`src/rtl/spim_pkg.sv`:
```
`timescale 1ns/1ps
package spim_pkg;

  typedef enum logic [1:0] {
    ST_IDLE   = 2'd0,
    ST_SHIFT  = 2'd1,
    ST_FINISH = 2'd2
  } spimState_t;

  // strobes from control to datapath, one cycle each
  typedef struct packed {
    logic loadHold;   // capture wrData into the holding buffer
    logic startXfer;  // move holding buffer into the shifter
    logic driveBit;   // launch the next bit on mosi
    logic sampleBit;  // capture miso
    logic finish;     // publish the received byte
  } spimStrobe_t;

endpackage

```
`src/rtl/spim_ctrl.sv`:
```
`timescale 1ns/1ps
module spim_ctrl
  import spim_pkg::*;
#(
  parameter int DataW = 8
) (
  input  logic        clk,
  input  logic        rstN,
  input  logic        sckEn,
  input  logic        cpol,
  input  logic        cpha,
  input  logic        wrEn,
  output spimStrobe_t strb,
  output logic        sck,
  output logic        busy,
  output logic        byteDone,
  output logic        txReadyIrq,
  output logic        rxReadyIrq
);

  localparam int EdgeN = 2 * DataW;
  localparam int CntW  = $clog2(EdgeN);
  localparam logic [CntW-1:0] LastEdge = CntW'(EdgeN - 1);

  spimState_t      state;
  logic [CntW-1:0] edgeCnt;
  logic            sckPhase;
  logic            holdValid;
  logic            busyQ;
  logic            doneQ;
  logic            txIrqQ;
  logic            rxIrqQ;

  logic wrAccept;
  logic startNow;
  logic edgeNow;
  logic leading;
  logic lastEdge;

  always_comb begin
    wrAccept = wrEn && !holdValid;
    startNow = holdValid && (state != ST_SHIFT);
    edgeNow  = (state == ST_SHIFT) && sckEn;
    leading  = !edgeCnt[0];
    lastEdge = (edgeCnt == LastEdge);

    strb.loadHold  = wrAccept;
    strb.startXfer = startNow;
    strb.sampleBit = edgeNow && (cpha ? !leading : leading);
    strb.driveBit  = edgeNow && (cpha ? leading : (!leading && !lastEdge));
    strb.finish    = (state == ST_FINISH);
  end

  always_ff @(posedge clk or negedge rstN) begin
    if (!rstN) begin
      state <= ST_IDLE;
    end else begin
      unique case (state)
        ST_IDLE:   if (startNow) state <= ST_SHIFT;
        ST_SHIFT:  if (edgeNow && lastEdge) state <= ST_FINISH;
        ST_FINISH: state <= startNow ? ST_SHIFT : ST_IDLE;
        default:   state <= ST_IDLE;
      endcase
    end
  end

  always_ff @(posedge clk or negedge rstN) begin
    if (!rstN) begin
      edgeCnt  <= '0;
      sckPhase <= 1'b0;
    end else if (startNow) begin
      edgeCnt  <= '0;
      sckPhase <= 1'b0;
    end else if (edgeNow) begin
      edgeCnt  <= edgeCnt + 1'b1;
      sckPhase <= ~sckPhase;
    end
  end

  always_ff @(posedge clk or negedge rstN) begin
    if (!rstN) begin
      holdValid <= 1'b0;
      busyQ     <= 1'b0;
      doneQ     <= 1'b0;
      txIrqQ    <= 1'b0;
      rxIrqQ    <= 1'b0;
    end else begin
      if (wrAccept)      holdValid <= 1'b1;
      else if (startNow) holdValid <= 1'b0;

      if (startNow)         busyQ <= 1'b1;
      else if (strb.finish) busyQ <= 1'b0;

      if (strb.finish) doneQ <= 1'b1;
      else if (wrEn)   doneQ <= 1'b0;

      txIrqQ <= startNow;
      rxIrqQ <= strb.finish;
    end
  end

  assign sck        = sckPhase ^ cpol;
  assign busy       = busyQ;
  assign byteDone   = doneQ;
  assign txReadyIrq = txIrqQ;
  assign rxReadyIrq = rxIrqQ;


  busy_end_chk: assert property (@(posedge clk) disable iff (!rstN)
    $fell(busyQ) |-> rxIrqQ);


  tx_irq_busy_chk: assert property (@(posedge clk) disable iff (!rstN)
    txIrqQ |-> busyQ);


  sck_idle_chk: assert property (@(posedge clk) disable iff (!rstN)
    !busyQ |-> (sckPhase == 1'b0));


  done_flag_chk: assert property (@(posedge clk) disable iff (!rstN)
    rxIrqQ |-> doneQ);


  back_to_back_chk: assert property (@(posedge clk) disable iff (!rstN)
    (state == ST_FINISH && holdValid) |=> (busyQ && state == ST_SHIFT));

endmodule

```
`src/rtl/spim_dpath.sv`:
```
`timescale 1ns/1ps
module spim_dpath
  import spim_pkg::*;
#(
  parameter int DataW = 8
) (
  input  logic             clk,
  input  logic             rstN,
  input  spimStrobe_t      strb,
  input  logic             cpha,
  input  logic             lsbFirst,
  input  logic [DataW-1:0] wrData,
  input  logic             miso,
  output logic             mosi,
  output logic [DataW-1:0] rdData
);

  logic [DataW-1:0] holdData;
  logic [DataW-1:0] txSh;
  logic [DataW-1:0] rxSh;
  logic [DataW-1:0] rdQ;
  logic             mosiQ;

  function automatic logic headBit(input logic [DataW-1:0] v, input logic lsb);
    return lsb ? v[0] : v[DataW-1];
  endfunction

  function automatic logic [DataW-1:0] dropHead(input logic [DataW-1:0] v, input logic lsb);
    return lsb ? (v >> 1) : (v << 1);
  endfunction

  always_ff @(posedge clk or negedge rstN) begin
    if (!rstN) holdData <= '0;
    else if (strb.loadHold) holdData <= wrData;
  end

  always_ff @(posedge clk or negedge rstN) begin
    if (!rstN) begin
      txSh  <= '0;
      mosiQ <= 1'b0;
    end else if (strb.startXfer) begin
      if (!cpha) begin
        mosiQ <= headBit(holdData, lsbFirst);
        txSh  <= dropHead(holdData, lsbFirst);
      end else begin
        txSh  <= holdData;
      end
    end else if (strb.driveBit) begin
      mosiQ <= headBit(txSh, lsbFirst);
      txSh  <= dropHead(txSh, lsbFirst);
    end
  end

  always_ff @(posedge clk or negedge rstN) begin
    if (!rstN) begin
      rxSh <= '0;
      rdQ  <= '0;
    end else begin
      if (strb.sampleBit) begin
        if (lsbFirst) rxSh <= {miso, rxSh[DataW-1:1]};
        else          rxSh <= {rxSh[DataW-2:0], miso};
      end
      if (strb.finish) rdQ <= rxSh;
    end
  end

  assign mosi   = mosiQ;
  assign rdData = rdQ;


  mosi_hold_chk: assert property (@(posedge clk) disable iff (!rstN)
    !(strb.startXfer || strb.driveBit) |=> $stable(mosiQ));

endmodule

```
`src/rtl/spi_byte_master.sv`:
```
`timescale 1ns/1ps
module spi_byte_master
  import spim_pkg::*;
#(
  parameter int DataW = 8
) (
  input  logic             clk,
  input  logic             rstN,
  input  logic             sckEn,
  input  logic             cpol,
  input  logic             cpha,
  input  logic             lsbFirst,
  input  logic             wrEn,
  input  logic [DataW-1:0] wrData,
  input  logic             miso,
  output logic             sck,
  output logic             mosi,
  output logic [DataW-1:0] rdData,
  output logic             busy,
  output logic             byteDone,
  output logic             txReadyIrq,
  output logic             rxReadyIrq
);

  spimStrobe_t strb;

  spim_ctrl #(.DataW(DataW)) ctrl_i (
    .clk        (clk),
    .rstN       (rstN),
    .sckEn      (sckEn),
    .cpol       (cpol),
    .cpha       (cpha),
    .wrEn       (wrEn),
    .strb       (strb),
    .sck        (sck),
    .busy       (busy),
    .byteDone   (byteDone),
    .txReadyIrq (txReadyIrq),
    .rxReadyIrq (rxReadyIrq)
  );

  spim_dpath #(.DataW(DataW)) dpath_i (
    .clk      (clk),
    .rstN     (rstN),
    .strb     (strb),
    .cpha     (cpha),
    .lsbFirst (lsbFirst),
    .wrData   (wrData),
    .miso     (miso),
    .mosi     (mosi),
    .rdData   (rdData)
  );

endmodule

```
`config.mk`:
```
export PLATFORM = sky130hd
export DESIGN_NAME = spi_byte_master
export DESIGN_NICKNAME = d
export VERILOG_FILES = /design/src/rtl/spim_pkg.sv /design/src/rtl/spim_ctrl.sv /design/src/rtl/spim_dpath.sv /design/src/rtl/spi_byte_master.sv
export SDC_FILE = /design/constraint.sdc
export NUM_CORES = 1
export LEC_CHECK = 0
export BUFFER_PORTS_ARGS = -buffer_cell sky130_fd_sc_hd__buf_4
export CAP_MARGIN = 40
export CORE_MARGIN = 3
export CORE_UTILIZATION = 56
export CTS_CLUSTER_DIAMETER = 50
export DETAILED_ROUTE_END_ITERATION = 10
export PLACE_DENSITY = 0.87
export SKIP_LAST_GASP = 1
export SLEW_MARGIN = 20
export SYNTH_ARGS = -nofsm -noshare
export SYNTH_HDL_FRONTEND = slang
export SYNTH_SLANG_ARGS = --single-unit
```
`constraint.sdc`:
```
create_clock -name clk -period 2.4 [get_ports clk]
set_input_delay 0.12 -clock clk [delete_from_list [all_inputs] [get_ports clk]]
set_output_delay 0.12 -clock clk [all_outputs]
set_load 0.02 [all_outputs]
```
==> summary.txt, run 1 <==
Timing
  – Endpoints failing setup: 0
  – RSZ-0062 raised after global routing: false
  – PnR worst setup slack: 0.373 ns
  – Count of pins over their slew limit: 0
  – Worst-Margin Slew: 0.700 ns
  – Max Clock Freq: 493 MHz
  – Final worst-path cycle share: 84.5%
  – Rel. slew slack: 53.2%
  – TNS Setup: 0 ns
  – Smallest hold slack: around 0.021 ns
  – Final min period: 2.03 ns
  – Final Hold Vio Count: 0
  – Setup Skew: 0.00753 ns

Global route
  – Total GRT Usage: 21.3%
  – Met3 usage: 5.58%
  – Antenna violations before repair: 0
  – Vias in the first global route: 1511
  – Top Usage Layer GRT: met2
  – Largest net degree at the start of global routing: 46
  – Grt ovf: 0
  – Met1 Usage GRT: 27.1%
  – GR Layer Usage met2: between 30% and 40%
  – First-pass GRT wire length: 7200 µm

Worst setup path
  – CP endpoint: dpath_i.txSh[1]
  – CP endpoint kind: flop
  – Critical Path AT: 2.22 ns
  – Crit Path Max Fanout: 8
  – Reg2Reg Setup Slack: 0.37 ns
  – Worst reg2reg path endpoint: dpath_i.txSh[1]
  – CP Class: reg -> reg
  – R2r worst-path depth: 5
  – Worst Setup SP: ctrl_i.edgeCnt[0]
  – WP data required: 2.59 ns
  – Critical path launch point type: flop
  – Critical R2R Launch: ctrl_i.edgeCnt[0]

Final layout
  – Area growth syn-to-layout: 15.3%
  – Most frequent cells in the layout: 45 x dfrtp_1, 30 x buf_4, 24 x mux2_2
  – Layout fillers: 256
  – Nets: 229
  – Commonest non-fill, non-tap cell in the layout: dfrtp_1
  – Fin area: 0.00248 mm²
  – Share of layout cells above drive strength 1: 31.0%
  – ANT cells: 0
  – Reg area: 0.00113 mm²
  – Multi-input gate area: approximately 960 µm²

Placement
  – Port bufs: 29
  – Global placement routability congestion: about 0.94
  – Post-DP Area: 0.00239 mm²
  – Hpwl dp: between 2000 and 3000 µm
  – Setup Slack @ Placement: 0.417 ns

Detailed routing
  – Detailed Route WL: 4180 µm
  – WL/cell: 16.1 µm
  – Via count: 1493
  – Detailed Route Iter0 Violations: 85
  – Vias/cell: 5.76
  – Antenna-violating nets left: 0
  – Number of detailed-route iterations in the first pass: 6
  – # DRC: 0

Synth
  – Area fraction in compound gates after synthesis: under 10%
  – Register area share after synthesis: 52.3%
  – Synth Area in Adders: 0.581%
  – Top cell type's share of synthesized area: 52.3%
  – Simple-Gate Fraction of Synth Area: 9.41%
  – Net Count, Synth: 200
  – Cells after synthesis: 183
  – Post-synth cell types: 35
  – Yosys reg bits: 45
  – Asr flop ratio synth: 100%
  – Most area-hungry cell type in the Yosys netlist: dfrtp_1
  – Xor/xnor cell area share of the yosys netlist: 1.97%
  – Post-synthesis mux area share: a little under a quarter
  – EDFF count, synth: 0
  – Yosys warnings: 0
  – Post-Syn Area: 0.00215 mm²
  – Commonest register cell after synthesis: dfrtp_1
  – Mean Syn Cell Area: 11.8 µm²
  – Largest family of logic cells by synthesized area: multiplexers
  – Top post-synthesis cells by area: dfrtp_1 52%, mux2_2 13%, mux2i_1 8.4%

CTS
  – Clk buf depth: 2
  – CTS Sinks: 45
  – # H-tree levels: 2
  – Root Buffer: clkbuf_8
  – CTS buffer count: 5
  – Worst-Skew Late Latency: 0.30 ns
  – Worst-path clk slew: approximately 0.080 ns
  – CTS tree: done

Die
  – Number of core rows: 21
  – Die height: 68.0 µm
  – Die Wd: 68.0 µm
  – Core box area: 0.00352 mm²
  – Die area: 0.00463 mm²
  – Initial Utilization: 61.2%
  – Num ports: 30

Hold path
  – Hold_sp: wrEn
  – Worst min path class: in -> reg

Pwr
  – Peak VDD IR: between 600 and 700 µV
  – Cell Pwr Density: 1020 mW/mm²
  – LEAKAGE: 1.19 nW

Status
  – Status: completed

Flow run
  – # Max-Cap Violations: 0
## per-layer routing
| metal | vias up | wire (µm) |
|---|---|---|
| li1 | 694 | - |
| met1 | 769 | 1770 |
| met2 | 23 | 2180 |
| met3 | 7 | 167 |
| met4 | 0 | 55 |
| met5 | - | 0 |
## stage by stage
stage	std cells	total power [mW]	utilization, %
5_1_grt	259	2.71	70.6
2_1_floorplan	183	1.82	-
3_3_place_gp	250	2.01	67.8
4_1_cts	259	2.55	70.6
3_5_place_dp	250	2.08	67.8
6_report	259	2.54	70.6
## cell usage after synthesis (all sizes together) (2+ instances only)
| cell | n |
|---|---|
| nor2 | 17 |
| dfrtp | 45 |
| buf | 6 |
| inv | 6 |
| clkbuf | 3 |
| a221o | 4 |
| nand2 | 16 |
| a21oi | 9 |
| nand2b | 2 |
| nor2b | 2 |
| xor2 | 3 |
| mux2 | 27 |
| mux2i | 18 |
| o21ai | 11 |
## what timing repair did
| action | 4_1_cts | 5_1_grt |
|---|---|---|
| hold endpoints to repair | 45 | 0 |
| resized for setup | 0 | 0 |
| hold buffers | 1 | 0 |
| setup buffers | 0 | 0 |
## kinds of logic (layout without fill, tap and decap cells)
| logic type | count (synthesis) | count (layout) |
|---|---|---|
| simple gates | 44 | 44 |
| flops | 45 | 45 |
| compound gates | 28 | 28 |
| fa+ha+maj | 1 | 1 |
| mux | 46 | 46 |
| buf+inv | 15 | 45 |
| xor+xnor | 4 | 4 |
## cell type report
cell class	instances	area share (%)
Inverter	6	0.906
Timing Repair Buffer	31	9.47
Clock buffer	6	2.92
Tap cell	46	2.32
Clock inverter	2	0.604
Multi-Input combinational cell	123	38.5
Sequential cell	45	45.3
## power by group
| part | switching [mW] | internal (mW) |
|---|---|---|
| sequential | 0.238 | 1.01 |
| combinational | 0.404 | 0.423 |
| clock | 0.259 | 0.205 |
| total | 0.902 | 1.64 |
## how the worst min path moves through the flow
stage                                to  slack, ns  cells past startpoint
global route            ctrl_i.byteDone       0.03                      2
global placement    dpath_i.holdData[6]       0.14                      1
detailed placement  dpath_i.holdData[4]       0.15                      1
floorplan                   ctrl_i.busy      -0.18                      0
CTS                     ctrl_i.byteDone       0.02                      2
finish                  ctrl_i.byteDone       0.02                      2
## state kept, by name (all words and copies together), names as in the netlist, 2 cells and up
name,cells
ctrl_i.state,2
dpath_i.rxSh,8
dpath_i.txSh,8
ctrl_i.edgeCnt,4
dpath_i.holdData,8
dpath_i.rdData,8
## critical path, stage by stage, from the launching register on
cell	delay (ns)
dfrtp_1	0.48
ha_1	0.23
nand2_1	0.11
o311ai_4	0.35
and2_1	0.38
mux2_1	0.36
No activity file was read; power rests on OpenSTA's default activity.
==> inputs of run 2 (changes only) <==
--- a/config.mk
+++ b/config.mk
@@ -8,10 +8,10 @@
 export BUFFER_PORTS_ARGS = -buffer_cell sky130_fd_sc_hd__buf_4
 export CAP_MARGIN = 40
 export CORE_MARGIN = 3
-export CORE_UTILIZATION = 56
+export CORE_UTILIZATION = 51
 export CTS_CLUSTER_DIAMETER = 50
 export DETAILED_ROUTE_END_ITERATION = 10
-export PLACE_DENSITY = 0.87
+export PLACE_DENSITY = 0.84
 export SKIP_LAST_GASP = 1
 export SLEW_MARGIN = 20
 export SYNTH_ARGS = -nofsm -noshare
==> constraint.sdc (replaced) <==
create_clock -name clk -period 1.7 [get_ports clk]
set_input_delay 0.085 -clock clk [delete_from_list [all_inputs] [get_ports clk]]
set_output_delay 0.085 -clock clk [all_outputs]
set_load 0.02 [all_outputs]
==> summary.txt, run 2 (synthesis results as in run 1) <==
Placement
  – Hpwl dp: 2910 µm (-1.3%)
  – Global placement routability congestion: 0.899 (-4.6%)
  – Setup Slack @ Placement: -0.0442 ns (-0.462 ns)
  – Port bufs: 29 (unchanged)
  – Placed Instances: 257 (+2.8%)

Detailed routing
  – Number of detailed-route iterations in the first pass: 4 (-2)
  – Vias/cell: 5.46 (-5.3%)
  – Detailed Route WL: 4130 µm (-1.1%)
  – WL/cell: 15.1 µm (-6.2%)
  – Detailed Route Iter0 Violations: 137 (+61%)
  – # DRC: 0 (unchanged)
  – Antenna-violating nets left: 0 (unchanged)
  – Via count: 1491 (-0.13%)

Final layout
  – Post-route insts no fill: 273 (+5.4%)
  – Share of layout cells above drive strength 1: 37.3% (+6.3 points)
  – Area growth syn-to-layout: 21.9%
  – ANT cells: 0 (unchanged)
  – Final Util: 68.1% (-2.4 points)
  – Nets: 241 (+5.2%)
  – Layout fillers: 296 (+16%)
  – Commonest non-fill, non-tap cell in the layout: dfrtp_1
  – Most frequent cells in the layout: 44 x dfrtp_1, 40 x buf_4, 24 x mux2_2

Timing
  – Final worst-path cycle share: 96.6% (+12 points)
  – Final min period: 1.64 ns (-0.386 ns)
  – Max Clock Freq: 609 MHz (+24%)
  – Count of pins over their slew limit: 0 (unchanged)
  – Endpoints failing setup: 0 (unchanged)
  – RSZ-0062 raised after global routing: false
  – PnR worst setup slack: 0.0585 ns (-0.314 ns)
  – Setup Skew: 0.00760 ns (+0.0000716 ns)
  – Final Hold Vio Count: 0 (unchanged)
  – Rel. slew slack: 63.4% (+10 points)
  – Worst-Margin Slew: 0.549 ns (-0.151 ns)

Worst setup path
  – R2r worst-path depth: 6 (+1)
  – CP endpoint kind: flop
  – Reg2Reg Setup Slack: 0.06 ns (-0.31 ns)
  – Crit-path cells: ha_4 -> nand2_2 -> o311ai_4 -> and2_4 -> buf_4 -> a221o_1
  – Critical path launch point type: flop
  – Worst-path cell with the longest stage delay: dfrtp_2
  – Crit-path max cell delay: 0.47 ns (about the same)
  – CP Class: reg -> reg
  – WP data required: 1.88 ns (-0.71 ns)
  – Critical R2R Launch: ctrl_i.edgeCnt[0]
  – Crit Path Max Fanout: 5 (-3)
  – Worst reg2reg path endpoint: dpath_i.txSh[4]
  – Critical Path AT: 1.82 ns (-0.40 ns)

Hold path
  – Hold Path Depth: 2 (unchanged)
  – Hold_sp: wrData[4]
  – Hold EP: dpath_i.holdData[4]
  – Worst min path class: in -> reg

CTS
  – CTS buffer count: 5 (unchanged)
  – CTS Sinks: 45 (unchanged)
  – Worst-Skew Late Latency: 0.30 ns (about the same)
  – Root Buffer: clkbuf_8
  – CTS tree: done
  – # H-tree levels: 2 (unchanged)
  – Worst-path clk slew: 0.08 ns (about the same)
  – Clk buf depth: 2 (unchanged)

Flow run
  – # Max-Cap Violations: 0 (unchanged)

Die
  – Die area: 0.00504 mm² (+8.9%)
  – Num ports: 30 (unchanged)
  – Die height: 71.0 µm (+4.4%)
  – Core box area: 0.00385 mm² (+9.5%)
  – Initial Utilization: 55.9% (-5.3 points)
  – Die Wd: 71.0 µm (+4.4%)
  – Number of core rows: 22 (+4.8%)

Pwr
  – LEAKAGE: 1.25 nW (+5.2%)
  – Cell Pwr Density: 1410 mW/mm² (+38%)
  – Peak VDD IR: 872 µV (+31%)
  – Total power: 3.71 mW (+46%)

Global route
  – Vias in the first global route: 1501 (-0.66%)
  – First-pass GRT wire length: 7130 µm (-0.96%)
  – Grt ovf: 0 (unchanged)
  – Antenna violations before repair: 0 (unchanged)
  – Total GRT Usage: 18.1% (-3.2 points)
  – Largest net degree at the start of global routing: 46 (unchanged)

Status
  – Status: completed
[run 2: layout make-up]
class / instances / area (µm²) / area share [%]
Clock inverter: 3 / 22.5 / 0.858
Tap cell: 48 / 60.1 / 2.29
Clock buffer: 5 / 68.8 / 2.62
Inverter: 6 / 25.0 / 0.953
Timing Repair Buffer: 43 / 332 / 12.6
Multi-Input combinational cell: 123 / 991 / 37.7
Sequential cell: 45 / 1130 / 42.9
[run 2: repair_timing]
item / in CTS / in global routing
hold buffers: 2 / 0
setup endpoints to repair: 8 / 5
resized for setup: 2 / 6
pin swaps: 0 / 1
setup buffers: 1 / 5
hold endpoints to repair: 46 / 0
[run 2: report_power, final]
part / internal (mW) / total (mW) / switching (mW)
clock: 0.288 / 0.652 / 0.364
sequential: 1.42 / 1.77 / 0.349
combinational: 0.699 / 1.29 / 0.587
[run 2: how the worst max path moves through the flow]
stage | startpoint | to | slack, ns | depth (start not counted)
2_1_floorplan | ctrl_i.edgeCnt[0] | dpath_i.txSh[1] | -0.04 | 6
3_3_place_gp | ctrl_i.edgeCnt[0] | dpath_i.txSh[6] | 0.04 | 6
3_5_place_dp | ctrl_i.edgeCnt[0] | dpath_i.txSh[3] | -0.04 | 5
4_1_cts | ctrl_i.state[1] | dpath_i.mosi | 0.03 | 5
5_1_grt | ctrl_i.edgeCnt[0] | dpath_i.txSh[4] | 0.007 | 6
6_report | ctrl_i.edgeCnt[0] | dpath_i.txSh[4] | 0.06 | 6
[run 2: worst max-delay path, delay by kind of cell, from the launching register on]
kind,cells,cell delay (ns)
flip-flops,1,0.47
adder cells (fa/ha/maj),1,0.19
AO/OA/AOI/OAI,2,0.45
buffers and inverters,1,0.15
AND/OR/NAND/NOR,2,0.27
[run 2: metrics by stage]
step	setup TNS, ns	area (µm²)	hold slack [ns]
final	0	2630	0.0144
after global routing	0	2630	0.00430
after CTS	0	2550	0.00618
after detailed placement	-0.203	2430	0.116
after global placement	0	2430	0.115
after floorplan	-0.122	2160	-0.211
[run 2: routing by layer]
| metal | routed length [µm] | track usage (%) |
|---|---|---|
| met1 | 1770 | 23.1 |
| met2 | 2140 | 30.3 |
| met3 | 167 | 5.26 |
| met4 | 47 | 4.38 |
| met5 | 0 | 0 |
==> inputs of run 3 (changes only) <==
--- a/config.mk
+++ b/config.mk
@@ -8,10 +8,11 @@
 export BUFFER_PORTS_ARGS = -buffer_cell sky130_fd_sc_hd__buf_4
 export CAP_MARGIN = 40
 export CORE_MARGIN = 3
-export CORE_UTILIZATION = 51
+export CORE_UTILIZATION = 42
 export CTS_CLUSTER_DIAMETER = 50
 export DETAILED_ROUTE_END_ITERATION = 10
-export PLACE_DENSITY = 0.84
+export PLACE_DENSITY = 0.73
+export REMOVE_ABC_BUFFERS = 1
 export SKIP_LAST_GASP = 1
 export SLEW_MARGIN = 20
 export SYNTH_ARGS = -nofsm -noshare
==> summary.txt, run 3 (synthesis results as in run 1) <==
Detailed routing
  – WL/cell: 14.2 µm (-6.3%)
  – Detailed Route WL: 4140 µm (+0.17%)
  – # DRC: 0 (unchanged)
  – Number of detailed-route iterations in the first pass: 4 (unchanged)
  – Antenna-violating nets left: 0 (unchanged)
  – Via count: 1504 (+0.87%)
  – Vias/cell: 5.15 (-5.7%)
  – Detailed Route Iter0 Violations: 76 (-45%)

CTS
  – # H-tree levels: 2 (unchanged)
  – Root Buffer: clkbuf_8
  – CTS Sinks: 45 (unchanged)
  – Worst-path clk slew: 0.09 ns (about the same)
  – CTS buffer count: 5 (unchanged)
  – CTS tree: done
  – Worst-Skew Late Latency: 0.30 ns (about the same)
  – Clk buf depth: 2 (unchanged)

Flow run
  – # Max-Cap Violations: 0 (unchanged)

Pwr
  – LEAKAGE: 1.25 nW (-0.29%)
  – Cell Pwr Density: 1390 mW/mm² (-1.6%)
  – Peak VDD IR: 612 µV (-30%)
  – Total power: 3.64 mW (-2.0%)

Final layout
  – ANT cells: 0 (unchanged)
  – Nets: 241 (unchanged)
  – Post-route insts no fill: 292 (+7.0%)
  – Layout fillers: 426 (+44%)
  – Commonest non-fill, non-tap cell in the layout: dfrtp_1
  – Area growth syn-to-layout: 21.4%
  – Most frequent cells in the layout: 44 x dfrtp_1, 40 x buf_4, 24 x mux2_2
  – Share of layout cells above drive strength 1: 35.6% (-1.8 points)
  – Fin area: 0.00262 mm² (-0.43%)

Status
  – Status: completed

Placement
  – Hpwl dp: 2920 µm (+0.56%)
  – Placed Instances: 279 (+8.6%)
  – Post-DP Area: 0.00247 mm² (+1.7%)
  – Global placement routability congestion: 0.781 (-13%)
  – Port bufs: 29 (unchanged)

Global route
  – Vias in the first global route: 1493 (-0.53%)
  – Total GRT Usage: 14.6% (-3.5 points)
  – Largest net degree at the start of global routing: 46 (unchanged)
  – Grt ovf: 0 (unchanged)
  – Antenna violations before repair: 0 (unchanged)
  – First-pass GRT wire length: 6940 µm (-2.7%)

Die
  – Die area: 0.00603 mm² (+20%)
  – Num ports: 30 (unchanged)
  – Die Wd: 77.6 µm (+9.3%)
  – Die height: 77.6 µm (+9.3%)
  – Initial Utilization: 44.4% (-11 points)
  – Core box area: 0.00485 mm² (+26%)
  – Number of core rows: 25 (+14%)

Worst setup path
  – Worst Setup SP: ctrl_i.state[1]
  – Crit-path cells: nand2b_1 -> nand2_4 -> inv_2 -> mux4_2 -> mux2_2
  – Critical R2R Launch: ctrl_i.state[1]
  – CP Class: reg -> reg
  – WP buf/inv: 1 (unchanged)
  – Critical path launch point type: flop
  – Worst-path cell with the longest stage delay: mux4_2
  – Critical Path AT: 1.81 ns (about the same)
  – CP endpoint kind: flop
  – Crit Path Max Fanout: 8 (+3)
  – WP data required: 1.88 ns (about the same)
  – Cell family with most CP delay: multiplexers
  – Crit-path max cell delay: 0.49 ns (+0.02 ns)

Hold path
  – Hold_sp: wrData[0]
  – Worst min path class: in -> reg

Timing
  – Worst-Margin Slew: 0.568 ns (+0.0187 ns)
  – Max Clock Freq: 616 MHz (+1.1%)
  – Count of pins over their slew limit: 0 (unchanged)
  – Setup Skew: 0.00863 ns (+0.00103 ns)
  – Final worst-path cycle share: 95.5% (-1.1 points)
  – Final min period: 1.62 ns (-0.0185 ns)
  – Rel. slew slack: 62.1% (-1.2 points)
  – Endpoints failing setup: 0 (unchanged)
  – Final Hold Vio Count: 0 (unchanged)
[run 3: cell types whose count changed in the layout (fill, tap and decap cells not counted), sizes merged]
cell,change
clkbuf,+1
buf,-1
clkinvlp,-1
dlygate4sd3,+1
[run 3: final cells by class]
cell class	instances	area (µm²)	share of cell area, %
clock buffer	6	72.6	2.78
inverter	6	22.5	0.861
clock inverter	2	15.0	0.574
multi-input combinational	123	963	36.8
timing repair buffer	43	330	12.6
sequential	45	1130	43.1
tap	67	83.8	3.21
[run 3: where the power goes]
group / switching, mW / total [mW] / internal [mW]
logic: 0.567 / 1.24 / 0.674
registers: 0.318 / 1.74 / 1.42
clock network: 0.364 / 0.653 / 0.290
total: 1.25 / 3.64 / 2.39
[run 3: final timing paths]
| kind | cells past startpoint | slack, ns | endpoint |
|---|---|---|---|
| worst max-delay path | 5 | 0.08 | dpath_i.mosi |
| worst min register to register | 2 | 0.50 | ctrl_i.busy |
| worst max register to register | 5 | 0.08 | dpath_i.mosi |
| worst min-delay path | 2 | 0.01 | dpath_i.holdData[0] |
| min in group asynchronous | 2 | 0.32 | dpath_i.txSh[6] |
| max in group asynchronous | 2 | 0.98 | ctrl_i.edgeCnt[0] |
[run 3: through the flow]
step,hold WS [ns],worst slack (ns),setup TNS (ns),util [%]
after global routing,0.0107,-0.0122,-0.0122,53.9
after floorplan,-0.211,-0.0920,-0.276,-
after global placement,0.117,0.00823,0,51.0
final,0.0142,0.0770,0,53.9
after CTS,0.00561,0.0412,0,53.3
after detailed placement,0.123,-0.0280,-0.0715,51.0
[run 3: repair_timing]
action | in CTS | in global routing
gates resized for setup | 3 | 2
buffers inserted | 0 | 2
hold buffers | 2 | 1
setup endpoints to repair | 3 | 4
hold endpoints to repair | 46 | 1
[run 3: routing by layer]
metal	wire length, µm	vias up	GRT usage, %
met5	0	-	0
met1	1910	736	18.8
met3	186	9	3.83
met4	74	0	5.69
met2	1970	36	23.3
li1	-	723	-
